### config.mk
export PLATFORM = sky130hd
export DESIGN_NAME = mon_seq_top
export DESIGN_NICKNAME = d
export VERILOG_FILES = /design/src/rtl/mon_pkg.sv /design/src/rtl/mon_cmd_reg.sv /design/src/rtl/mon_sched.sv /design/src/rtl/mon_result.sv /design/src/rtl/mon_frame.sv /design/src/rtl/mon_seq_top.sv
export SDC_FILE = /design/constraint.sdc
export NUM_CORES = 1
export LEC_CHECK = 0
export BUFFER_PORTS_ARGS = -buffer_cell sky130_fd_sc_hd__buf_2
export CORE_MARGIN = 10
export CORE_UTILIZATION = 52
export DETAILED_ROUTE_END_ITERATION = 10
export GPL_TIMING_DRIVEN = 0
export PLACE_DENSITY = 0.79
export REMOVE_ABC_BUFFERS = 1
export SYNTH_ARGS = -nofsm -noshare
export SYNTH_HDL_FRONTEND = slang
export SYNTH_SLANG_ARGS = --single-unit
### constraint.sdc
create_clock -name clk -period 1.5 [get_ports clk]
set_input_delay 0.3 -clock clk [delete_from_list [all_inputs] [get_ports clk]]
set_output_delay 0.3 -clock clk [all_outputs]
set_load 0.01 [all_outputs]
### src/rtl/mon_pkg.sv
package mon_pkg;
  typedef enum logic [1:0] {
    SEQ_IDLE  = 2'd0,
    SEQ_WAIT  = 2'd1,
    SEQ_DRAIN = 2'd2
  } seq_state_e;

  localparam int unsigned CB_VCONT = 0;
  localparam int unsigned CB_VONCE = 1;
  localparam int unsigned CB_ICONT = 2;
  localparam int unsigned CB_IONCE = 3;
  localparam int unsigned CB_RANGE = 4;
  localparam int unsigned CB_STAT  = 6;

  localparam logic CH_VOLT = 1'b0;
  localparam logic CH_CURR = 1'b1;
endpackage

### src/rtl/mon_cmd_reg.sv
module mon_cmd_reg
  import mon_pkg::*;
#(
  parameter int unsigned CMD_W = 7
) (
  input  logic             clk,
  input  logic             rst,
  input  logic             wr_en,
  input  logic [CMD_W-1:0] wr_data,
  input  logic             done_v,
  input  logic             done_i,
  output logic             v_cont,
  output logic             v_once,
  output logic             i_cont,
  output logic             i_once,
  output logic             range_q,
  output logic             stat_q,
  output logic             lay_v,
  output logic             lay_i,
  output logic             new_v,
  output logic             new_i
);
  logic wr_v, wr_i;

  assign wr_v  = wr_data[CB_VCONT] | wr_data[CB_VONCE];
  assign wr_i  = wr_data[CB_ICONT] | wr_data[CB_IONCE];
  assign new_v = wr_en & wr_v & ~(v_cont | v_once);
  assign new_i = wr_en & wr_i & ~(i_cont | i_once);

  always_ff @(posedge clk) begin
    if (rst) begin
      v_cont  <= 1'b0;
      v_once  <= 1'b0;
      i_cont  <= 1'b0;
      i_once  <= 1'b0;
      range_q <= 1'b0;
      stat_q  <= 1'b0;
      lay_v   <= 1'b0;
      lay_i   <= 1'b0;
    end else if (wr_en) begin
      v_cont  <= wr_data[CB_VCONT];
      v_once  <= wr_data[CB_VONCE];
      i_cont  <= wr_data[CB_ICONT];
      i_once  <= wr_data[CB_IONCE];
      range_q <= wr_data[CB_RANGE];
      stat_q  <= wr_data[CB_STAT];
      lay_v   <= wr_v;
      lay_i   <= wr_i;
    end else begin
      if (done_v) v_once <= 1'b0;
      if (done_i) i_once <= 1'b0;
    end
  end
endmodule

### src/rtl/mon_sched.sv
module mon_sched
  import mon_pkg::*;
(
  input  logic clk,
  input  logic rst,
  input  logic restart,
  input  logic v_en,
  input  logic i_en,
  input  logic adc_done,
  output logic adc_start,
  output logic adc_chan,
  output logic done_v,
  output logic done_i
);
  seq_state_e st;
  logic       next_i;
  logic       pick_i;
  logic       acc;

  assign pick_i = i_en & (next_i | ~v_en);
  assign acc    = (st == SEQ_WAIT) & adc_done & ~restart;
  assign done_v = acc & (adc_chan == CH_VOLT);
  assign done_i = acc & (adc_chan == CH_CURR);

  always_ff @(posedge clk) begin
    if (rst) begin
      st        <= SEQ_IDLE;
      next_i    <= 1'b0;
      adc_start <= 1'b0;
      adc_chan  <= CH_VOLT;
    end else begin
      adc_start <= 1'b0;
      case (st)
        SEQ_IDLE: begin
          if (restart) begin
            next_i <= 1'b0;
          end else if (v_en | i_en) begin
            adc_start <= 1'b1;
            adc_chan  <= pick_i ? CH_CURR : CH_VOLT;
            st        <= SEQ_WAIT;
          end
        end
        SEQ_WAIT: begin
          if (restart) begin
            next_i <= 1'b0;
            st     <= adc_done ? SEQ_IDLE : SEQ_DRAIN;
          end else if (adc_done) begin
            next_i <= (adc_chan == CH_VOLT);
            st     <= SEQ_IDLE;
          end
        end
        SEQ_DRAIN: begin
          if (restart)  next_i <= 1'b0;
          if (adc_done) st     <= SEQ_IDLE;
        end
        default: st <= SEQ_IDLE;
      endcase
    end
  end
endmodule

### src/rtl/mon_result.sv
module mon_result #(
  parameter int unsigned DATA_W = 12
) (
  input  logic              clk,
  input  logic              rst,
  input  logic              done_v,
  input  logic              done_i,
  input  logic              new_v,
  input  logic              new_i,
  input  logic [DATA_W-1:0] adc_data,
  output logic [DATA_W-1:0] live_v,
  output logic [DATA_W-1:0] live_i
);
  logic [DATA_W-1:0] res_v, res_i;
  logic              val_v, val_i;

  assign live_v = val_v ? res_v : '0;
  assign live_i = val_i ? res_i : '0;

  always_ff @(posedge clk) begin
    if (rst) begin
      res_v <= '0;
      res_i <= '0;
      val_v <= 1'b0;
      val_i <= 1'b0;
    end else begin
      if (done_v) begin
        res_v <= adc_data;
        val_v <= 1'b1;
      end else if (new_v) begin
        val_v <= 1'b0;
      end
      if (done_i) begin
        res_i <= adc_data;
        val_i <= 1'b1;
      end else if (new_i) begin
        val_i <= 1'b0;
      end
    end
  end
endmodule

### src/rtl/mon_frame.sv
module mon_frame #(
  parameter int unsigned DATA_W = 12
) (
  input  logic              clk,
  input  logic              rst,
  input  logic              rd_begin,
  input  logic              rd_next,
  input  logic [DATA_W-1:0] live_v,
  input  logic [DATA_W-1:0] live_i,
  input  logic              lay_v,
  input  logic              lay_i,
  output logic [7:0]        rd_data,
  output logic [1:0]        rd_len
);
  localparam int unsigned LO_W = DATA_W - 8;
  localparam int unsigned PAD  = 8 - LO_W;

  logic [DATA_W-1:0] snap_v, snap_i;
  logic              snap_lv, snap_li;
  logic [1:0]        idx;

  function automatic logic [7:0] pack_byte(
    input logic [DATA_W-1:0] v,
    input logic [DATA_W-1:0] i,
    input logic              lv,
    input logic              li,
    input logic [1:0]        n
  );
    logic [DATA_W-1:0] x;
    logic [7:0]        b;
    x = (li & ~lv) ? i : v;
    b = 8'h00;
    if (lv & li) begin
      case (n)
        2'd0:    b = v[DATA_W-1 -: 8];
        2'd1:    b = i[DATA_W-1 -: 8];
        2'd2:    b = {v[LO_W-1:0], i[LO_W-1:0]};
        default: b = 8'h00;
      endcase
    end else begin
      case (n)
        2'd0:    b = x[DATA_W-1 -: 8];
        2'd1:    b = {x[LO_W-1:0], {PAD{1'b0}}};
        default: b = 8'h00;
      endcase
    end
    return b;
  endfunction

  assign rd_len = (lay_v & lay_i) ? 2'd3 : 2'd2;

  always_ff @(posedge clk) begin
    if (rst) begin
      snap_v  <= '0;
      snap_i  <= '0;
      snap_lv <= 1'b0;
      snap_li <= 1'b0;
      idx     <= 2'd0;
      rd_data <= 8'h00;
    end else if (rd_begin) begin
      snap_v  <= live_v;
      snap_i  <= live_i;
      snap_lv <= lay_v;
      snap_li <= lay_i;
      idx     <= 2'd1;
      rd_data <= pack_byte(live_v, live_i, lay_v, lay_i, 2'd0);
    end else if (rd_next) begin
      rd_data <= pack_byte(snap_v, snap_i, snap_lv, snap_li, idx);
      if (idx != 2'd3) idx <= idx + 2'd1;
    end
  end
endmodule

### src/rtl/mon_seq_top.sv
module mon_seq_top
  import mon_pkg::*;
#(
  parameter int unsigned DATA_W = 12,
  parameter int unsigned CMD_W  = 7
) (
  input  logic              clk,
  input  logic              rst,
  input  logic              cmd_wr_en,
  input  logic [CMD_W-1:0]  cmd_wr_data,
  output logic              adc_start,
  output logic              adc_chan,
  input  logic              adc_done,
  input  logic [DATA_W-1:0] adc_data,
  output logic              vrange,
  output logic              stat_sel,
  output logic              rd_ack,
  input  logic              rd_begin,
  input  logic              rd_next,
  output logic [7:0]        rd_data,
  output logic [1:0]        rd_len
);
  logic v_cont, v_once, i_cont, i_once;
  logic lay_v, lay_i, new_v, new_i;
  logic done_v, done_i;
  logic [DATA_W-1:0] live_v, live_i;

  mon_cmd_reg #(.CMD_W(CMD_W)) u_cmd (
    .clk(clk), .rst(rst), .wr_en(cmd_wr_en), .wr_data(cmd_wr_data),
    .done_v(done_v), .done_i(done_i),
    .v_cont(v_cont), .v_once(v_once), .i_cont(i_cont), .i_once(i_once),
    .range_q(vrange), .stat_q(stat_sel), .lay_v(lay_v), .lay_i(lay_i),
    .new_v(new_v), .new_i(new_i)
  );

  mon_sched u_sched (
    .clk(clk), .rst(rst), .restart(cmd_wr_en),
    .v_en(v_cont | v_once), .i_en(i_cont | i_once),
    .adc_done(adc_done), .adc_start(adc_start), .adc_chan(adc_chan),
    .done_v(done_v), .done_i(done_i)
  );

  mon_result #(.DATA_W(DATA_W)) u_res (
    .clk(clk), .rst(rst), .done_v(done_v), .done_i(done_i),
    .new_v(new_v), .new_i(new_i), .adc_data(adc_data),
    .live_v(live_v), .live_i(live_i)
  );

  mon_frame #(.DATA_W(DATA_W)) u_frame (
    .clk(clk), .rst(rst), .rd_begin(rd_begin), .rd_next(rd_next),
    .live_v(live_v), .live_i(live_i), .lay_v(lay_v), .lay_i(lay_i),
    .rd_data(rd_data), .rd_len(rd_len)
  );

  assign rd_ack = ~(v_once | i_once);
endmodule

======== Word-level counts from Yosys, hierarchy flattened ========
Cells that the tools add are included.
storage, ports and cells
  output and inout port bits .............. 15
  register bits after elaboration ......... 75
  word-level logic and storage cells ...... 112
  bits of input ports ..................... 25
cells by class
  mux-type cells .......................... 34
  equal/unequal tests ..................... 9
  bitwise logic cells ..................... 28
  add/sub/neg operators ................... 1
  reductions and logical operators ........ 17
operators by type and width
  operator                                              count
  2-to-1 mux 12 bit                                     4
  2-to-1 mux 8 bit                                      4
  case mux 8 bit (3 select lines)                       1
  2-to-1 mux 1 bit                                      17
  case mux 8 bit (2 select lines)                       1
  nonzero test 2 bit                                    7
  bitwise AND 1 bit                                     13
  2-to-1 mux 2 bit                                      5
  NOT 1 bit                                             8
  bitwise OR 1 bit                                      7
  case mux 2 bit (3 select lines)                       1
  AND reduction 2 bit                                   3
  AND reduction 3 bit                                   2
  equality test 2 x 1 -> 1 bit (second input constant)  2
  equality test 2 bit (second input constant)           2
  zero test 2 bit                                       2
  != test 2 x 1 -> 1 bit (second input constant)        2
  != test 2 bit (second input constant)                 2
  OR reduction 2 bit                                    2
  != test 3 bit (second input constant)                 1
  OR reduction 3 bit                                    1
  adder 2 x 1 -> 2 bit (second input constant)          1
  case mux 1 bit (2 select lines)                       1

======== Depth between registers and ports, before layout ========
  depth after elaboration ................. 7
  mapped depth ............................ 6
  depth with buffers taken out ............ 5

======== Modules after synthesis ========
A second synthesis with hierarchy kept.
second synthesis, totals
  cell total of the unflattened synthesis .. 386
  area total of the unflattened synthesis .. 3,613.5 sq um
modules (own cells, without submodules)
  module       area an instance (sq um)  times used  sequential area each (sq um)  cells each
  mon_frame    1,921.8                   1           720.7                         213
  mon_result   1,117.3                   1           520.5                         113
  mon_cmd_reg  309.0                     1           160.2                         32
  mon_sched    249.0                     1           100.1                         25
  mon_seq_top  16.3                      1           0.0                           3

======== Worst setup path after synthesis ========
No wires, ideal clock.
  kind .................................... reg-to-reg
  start ................................... register u_frame.idx[0]
  end ..................................... register u_frame.rd_data[0]
  slack ................................... 2 ps
  period minus slack after synthesis ...... 1,498 ps
  setup time .............................. 116 ps
  buffers on the path ..................... 1
  data arrival time ....................... 1,382 ps
  stages on the path, launching flop included .. 7
  data required time ...................... 1,384 ps
  cell sequence ........................... dfxtp_1 -> inv_1 -> ha_1 -> buf_2 -> a222oi_1 -> o21ai_0 -> o211a_1
between the ends
  cells in the longest elaborated chain, start to end .. 5
  elaborated cells between the ends (all ways) .. 8
  classes of those cells .................. 2 x eq/ne; 5 x mux; 1 x reduce/logical
ends and longest elaborated chain
  item                                                                                       RTL line                          source
  start: declaration                                                                         mon_frame.sv:20                   logic [1:0] idx;
  start signal: assignment                                                                   mon_frame.sv:69                   if (idx != 2'd3) idx <= idx + 2'd1;
  equality test 2 bit (tied with other cells)                                                mon_frame.sv:34                   case (n)
  case mux 8 bit (3 select lines) / case mux 8 bit (2 select lines) (equally long branches)  mon_frame.sv:34, mon_frame.sv:41
  2-to-1 mux 8 bit *                                                                         mon_frame.sv:33                   if (lv & li) begin
  2-to-1 mux 8 bit *                                                                         mon_frame.sv:67                   end else if (rd_next) begin
  2-to-1 mux 8 bit *                                                                         mon_frame.sv:60                   end else if (rd_begin) begin
  end signal: assignment                                                                     mon_frame.sv:66                   rd_data <= pack_byte(live_v, live_i, lay_v, lay_i, 2'd0);
  end signal: assignment                                                                     mon_frame.sv:68                   rd_data <= pack_byte(snap_v, snap_i, snap_lv, snap_li, idx);
  end: declaration                                                                           mon_frame.sv:12                   output logic [7:0] rd_data,
Every way passes the cells marked *; elsewhere a longest branch is shown, timed or not. The select of a mux whose other input is x is not followed.
A chain may end at the register's enable or synchronous reset.

======== Worst setup path after layout ========
  start ................................... register u_frame.idx[1]
  end ..................................... register u_frame.rd_data[3]
Same word-level chain as after synthesis.

==> summary.md <==
| Metric | Value |
|---|---|
| Status | finished with violations |
| Final Max Tran Viols | 0 |
| Vias in the first global route | 2896 |
| Worst-path cell chain | inv_4 -> ha_4 -> buf_6 -> a222oi_1 -> o21ai_1 -> o211a_1 |
| Ranking of synthesized cells by area | dfxtp_1 44%, a22o_1 6.1%, a21oi_1 4.4%, o21ai_0 3.8%, nand3_1 3.2% |
| Antenna Cells | 0 |
| Max_slew headroom | 55.76% |
| Die ar. | just over 10000 µm² |
| Wire length of the first global-routing pass | about 15000 µm |
| Routed Antenna Nets | 0 |
| Max Clock Skew | 0.006574 ns |
| Synth Cell Area | 3428 µm² |
| # DRC | 0 |
| Dpl cells | between 400 and 500 |
| Buf/Inv on CP | 2 |
| Worst Path Required | about 1.7 ns |
| Mean post-synth cell area | 9.316 µm² |
| CORE AREA | 6386 µm² |
| Worst-Margin Slew | 0.6636 ns |
| Largest net degree at the start of global routing | between 50 and 60 |
| Cts hold-fix bufs | 0 |
| P_leak | 1.421 nW |
| Boundary Pins | 40 |
| Yosys cell types | 45 |
| Worst VDD drop | 0.6742 mV |
| Final Cycle Share | 100.7% |
| Crit-path max cell delay | 0.37 ns |
| #FFs+latches synth | 75 |
| Failing checks | negative setup slack |
| CTS H-tree depth | 3 |
| Multi-input logic area | 1775 µm² |
| Top cells by count, synth | 75 x dfxtp_1, 30 x a21oi_1, 26 x nor2_1, 26 x o21ai_0, 24 x a22o_1 |
| CTS Root Cell | clkbuf_8 |
| Endpoints failing hold | 0 |
| Cell with the most instances after synthesis | dfxtp_1 |
| Layout area overhead | 14.12% |
| Count of flip-flops with a built-in enable after synthesis | 0 |
| TritonCTS clock tree | yes |
| Initial core utilization | 53.68% |
| Max FO, Critical Path | 7 |
| Setup violations, final | 2 |
| Fmax | 661.7 MHz |
| RSZ-0062 raised after global routing | yes |
| Yosys warning count | 0 |
| Final HPWL DP | 5440 µm |
| Maximum root-to-sink buffer count | 2 |
| Overall power | about 4.1 mW |
| Crit path time final | 1.511 ns |
| Die height | 101.2 µm |
| Buffers on Ports | 37 |
| CTS clk-pin slew, worst paths | 0.08 ns |
| Post-Route WL | 9452 µm |
| Nets | between 400 and 500 |
| Die W | a little over 100 µm |
| CP max-delay cell | dfxtp_2 |
| Top-area cell type share of the netlist area | 43.80% |
| Async S/R FF share, synth | 0% |
| Top_reg_cell synth | dfxtp_1 |
| Worst Hold Class | in2reg |
| First-iteration detailed-routing DRC count | 331 |
| Grt ovf | 0 |
| Clk_lat worst skew | 0.35 ns |
| Critical path launch point type | flop |
| Critical path class | reg2reg |
| Count of max-cap constraint violations | 0 |
| Crit path DAT | 1.75 ns |
| Design Area, Final | 3913 µm² |
| Area after DPL | about 3500 µm² |
| Initial antenna violation count | 0 |
| Total Routing Usage GR | between 15 and 20% |
| Row count | 29 |
| PD cells | 1043 nW/µm² |
| DR WL/cell | 19.94 µm |
| Kind of cell adding the most delay to the critical path | compound AO/OA/AOI/OAI gates |
| CTS buffer count | 9 |
| DR vias/cell | 6.584 |
| Mapped Cells | roughly 370 |
| Fin cells | ~470 |
| Area leader, netlist | dfxtp_1 |
| CTS sink count | 75 |
| Routed via count | 3121 |
| Sequential Area | 1515 µm² |
| Sequential area share after synthesis | ~44% |
| Gpl congestion | 0.8714 |
| Share of cells above drive strength 1 | 21.91% |
| Element type at the critical path end | flop |
| Worst setup margin | -0.01115 ns |
| Layout fillers | 520 |
| Total iterations of the first detailed-routing run | 7 |
where the power goes:
group          total [mW]  internal [mW]  switching, mW
sequential           2.11           2.04         0.0749
combinational       0.401          0.163          0.238
clock                1.57          0.850          0.719
total                4.08           3.05           1.03
state kept, by name, indices dropped and copies added, names as in the netlist, 2 cells and up:
signal	cells
u_frame.snap_i	12
u_sched.st	2
u_res.res_i	12
u_frame.idx	2
u_res.res_v	12
u_frame.rd_data	8
u_frame.snap_v	12
through the flow:
stage | util, % | setup TNS (ns) | setup WS, ns | hold WS [ns]
after floorplan | - | -3.008 | -0.1793 | 0.3691
after global placement | 54.47 | -40.38 | -0.9431 | 0.4444
after detailed placement | 54.82 | -29.96 | -0.7665 | 0.4460
after CTS | 59.50 | 0 | 0.005004 | 0.1845
after global routing | 61.27 | -0.2790 | -0.07839 | 0.2061
final | 61.27 | -0.01975 | -0.01115 | 0.1900
cells in the final DEF, fill, tap and decap left out, types with 3 or more instances in the layout:
master / synthesis / layout
dfxtp_1: 75 / 68
mux2i_1: 8 / 8
a21oi_1: 30 / 30
a22o_1: 24 / 24
dfxtp_2: 0 / 5
nor2_1: 26 / 25
o21ai_0: 26 / 25
a21boi_0: 4 / 4
nand2_1: 13 / 13
nand3_1: 22 / 22
a22oi_1: 8 / 8
o21ai_1: 3 / 4
nor3_1: 11 / 11
o211ai_1: 10 / 10
o41ai_1: 3 / 3
buf_2: 15 / 36
buf_4: 4 / 6
nand4b_1: 8 / 8
clkbuf_8: 0 / 11
o221ai_1: 5 / 5
a222oi_1: 8 / 8
nand3b_1: 5 / 5
nand2b_1: 5 / 5
nand3_2: 3 / 3
o211a_1: 8 / 8
final timing paths:
check	startpoint	end	slack, ns	cells past startpoint
max reg2reg	u_frame.idx[1]	u_frame.rd_data[3]	-0.01	6
min	cmd_wr_data[4]	u_cmd.range_q	0.19	3
min reg2reg	u_res.res_i[0]	u_frame.snap_i[0]	0.47	1
max	u_frame.idx[1]	u_frame.rd_data[3]	-0.01	6
worst min-delay path: stages:
cell     delay, ns
buf_2         0.08
mux2i_1       0.05
nor2_1        0.07
area by class of cell:
type,count,area share [%]
multi-input combinational,254,45.38
sequential,75,38.73
timing repair buffer,47,7.643
clock buffer,13,4.061
tap,77,2.462
clock inverter,2,0.8954
inverter,5,0.6396
timing repair inverter,1,0.1919
routing by layer:
| layer | global-route usage [%] | vias up | wire length [µm] |
|---|---|---|---|
| met3 | 5.786 | 22 | 1015 |
| met1 | 22.17 | 1486 | 3942 |
| met5 | 0 | - | 0 |
| li1 | - | 1435 | - |
| met4 | 8.360 | 0 | 215 |
| met2 | 26.27 | 178 | 4279 |
logic make-up after synthesis:
group                    share of synthesized area [%]
adder cells (fa/ha/maj)                          1.460
multiplexers                                     2.336
XOR/XNOR                                        0.2555
buffers and inverters                            7.299
flip-flops                                       43.80
AND/OR/NAND/NOR                                  17.30
other                                           0.1094
AO/OA/AOI/OAI                                    27.45
timing repair:
item	in CTS	in global routing
pin swaps	4	11
setup endpoints to repair	61	57
setup buffers	4	5
cloned	1	2
gates resized for setup	25	6
No activity file was read; power rests on OpenSTA's default activity.
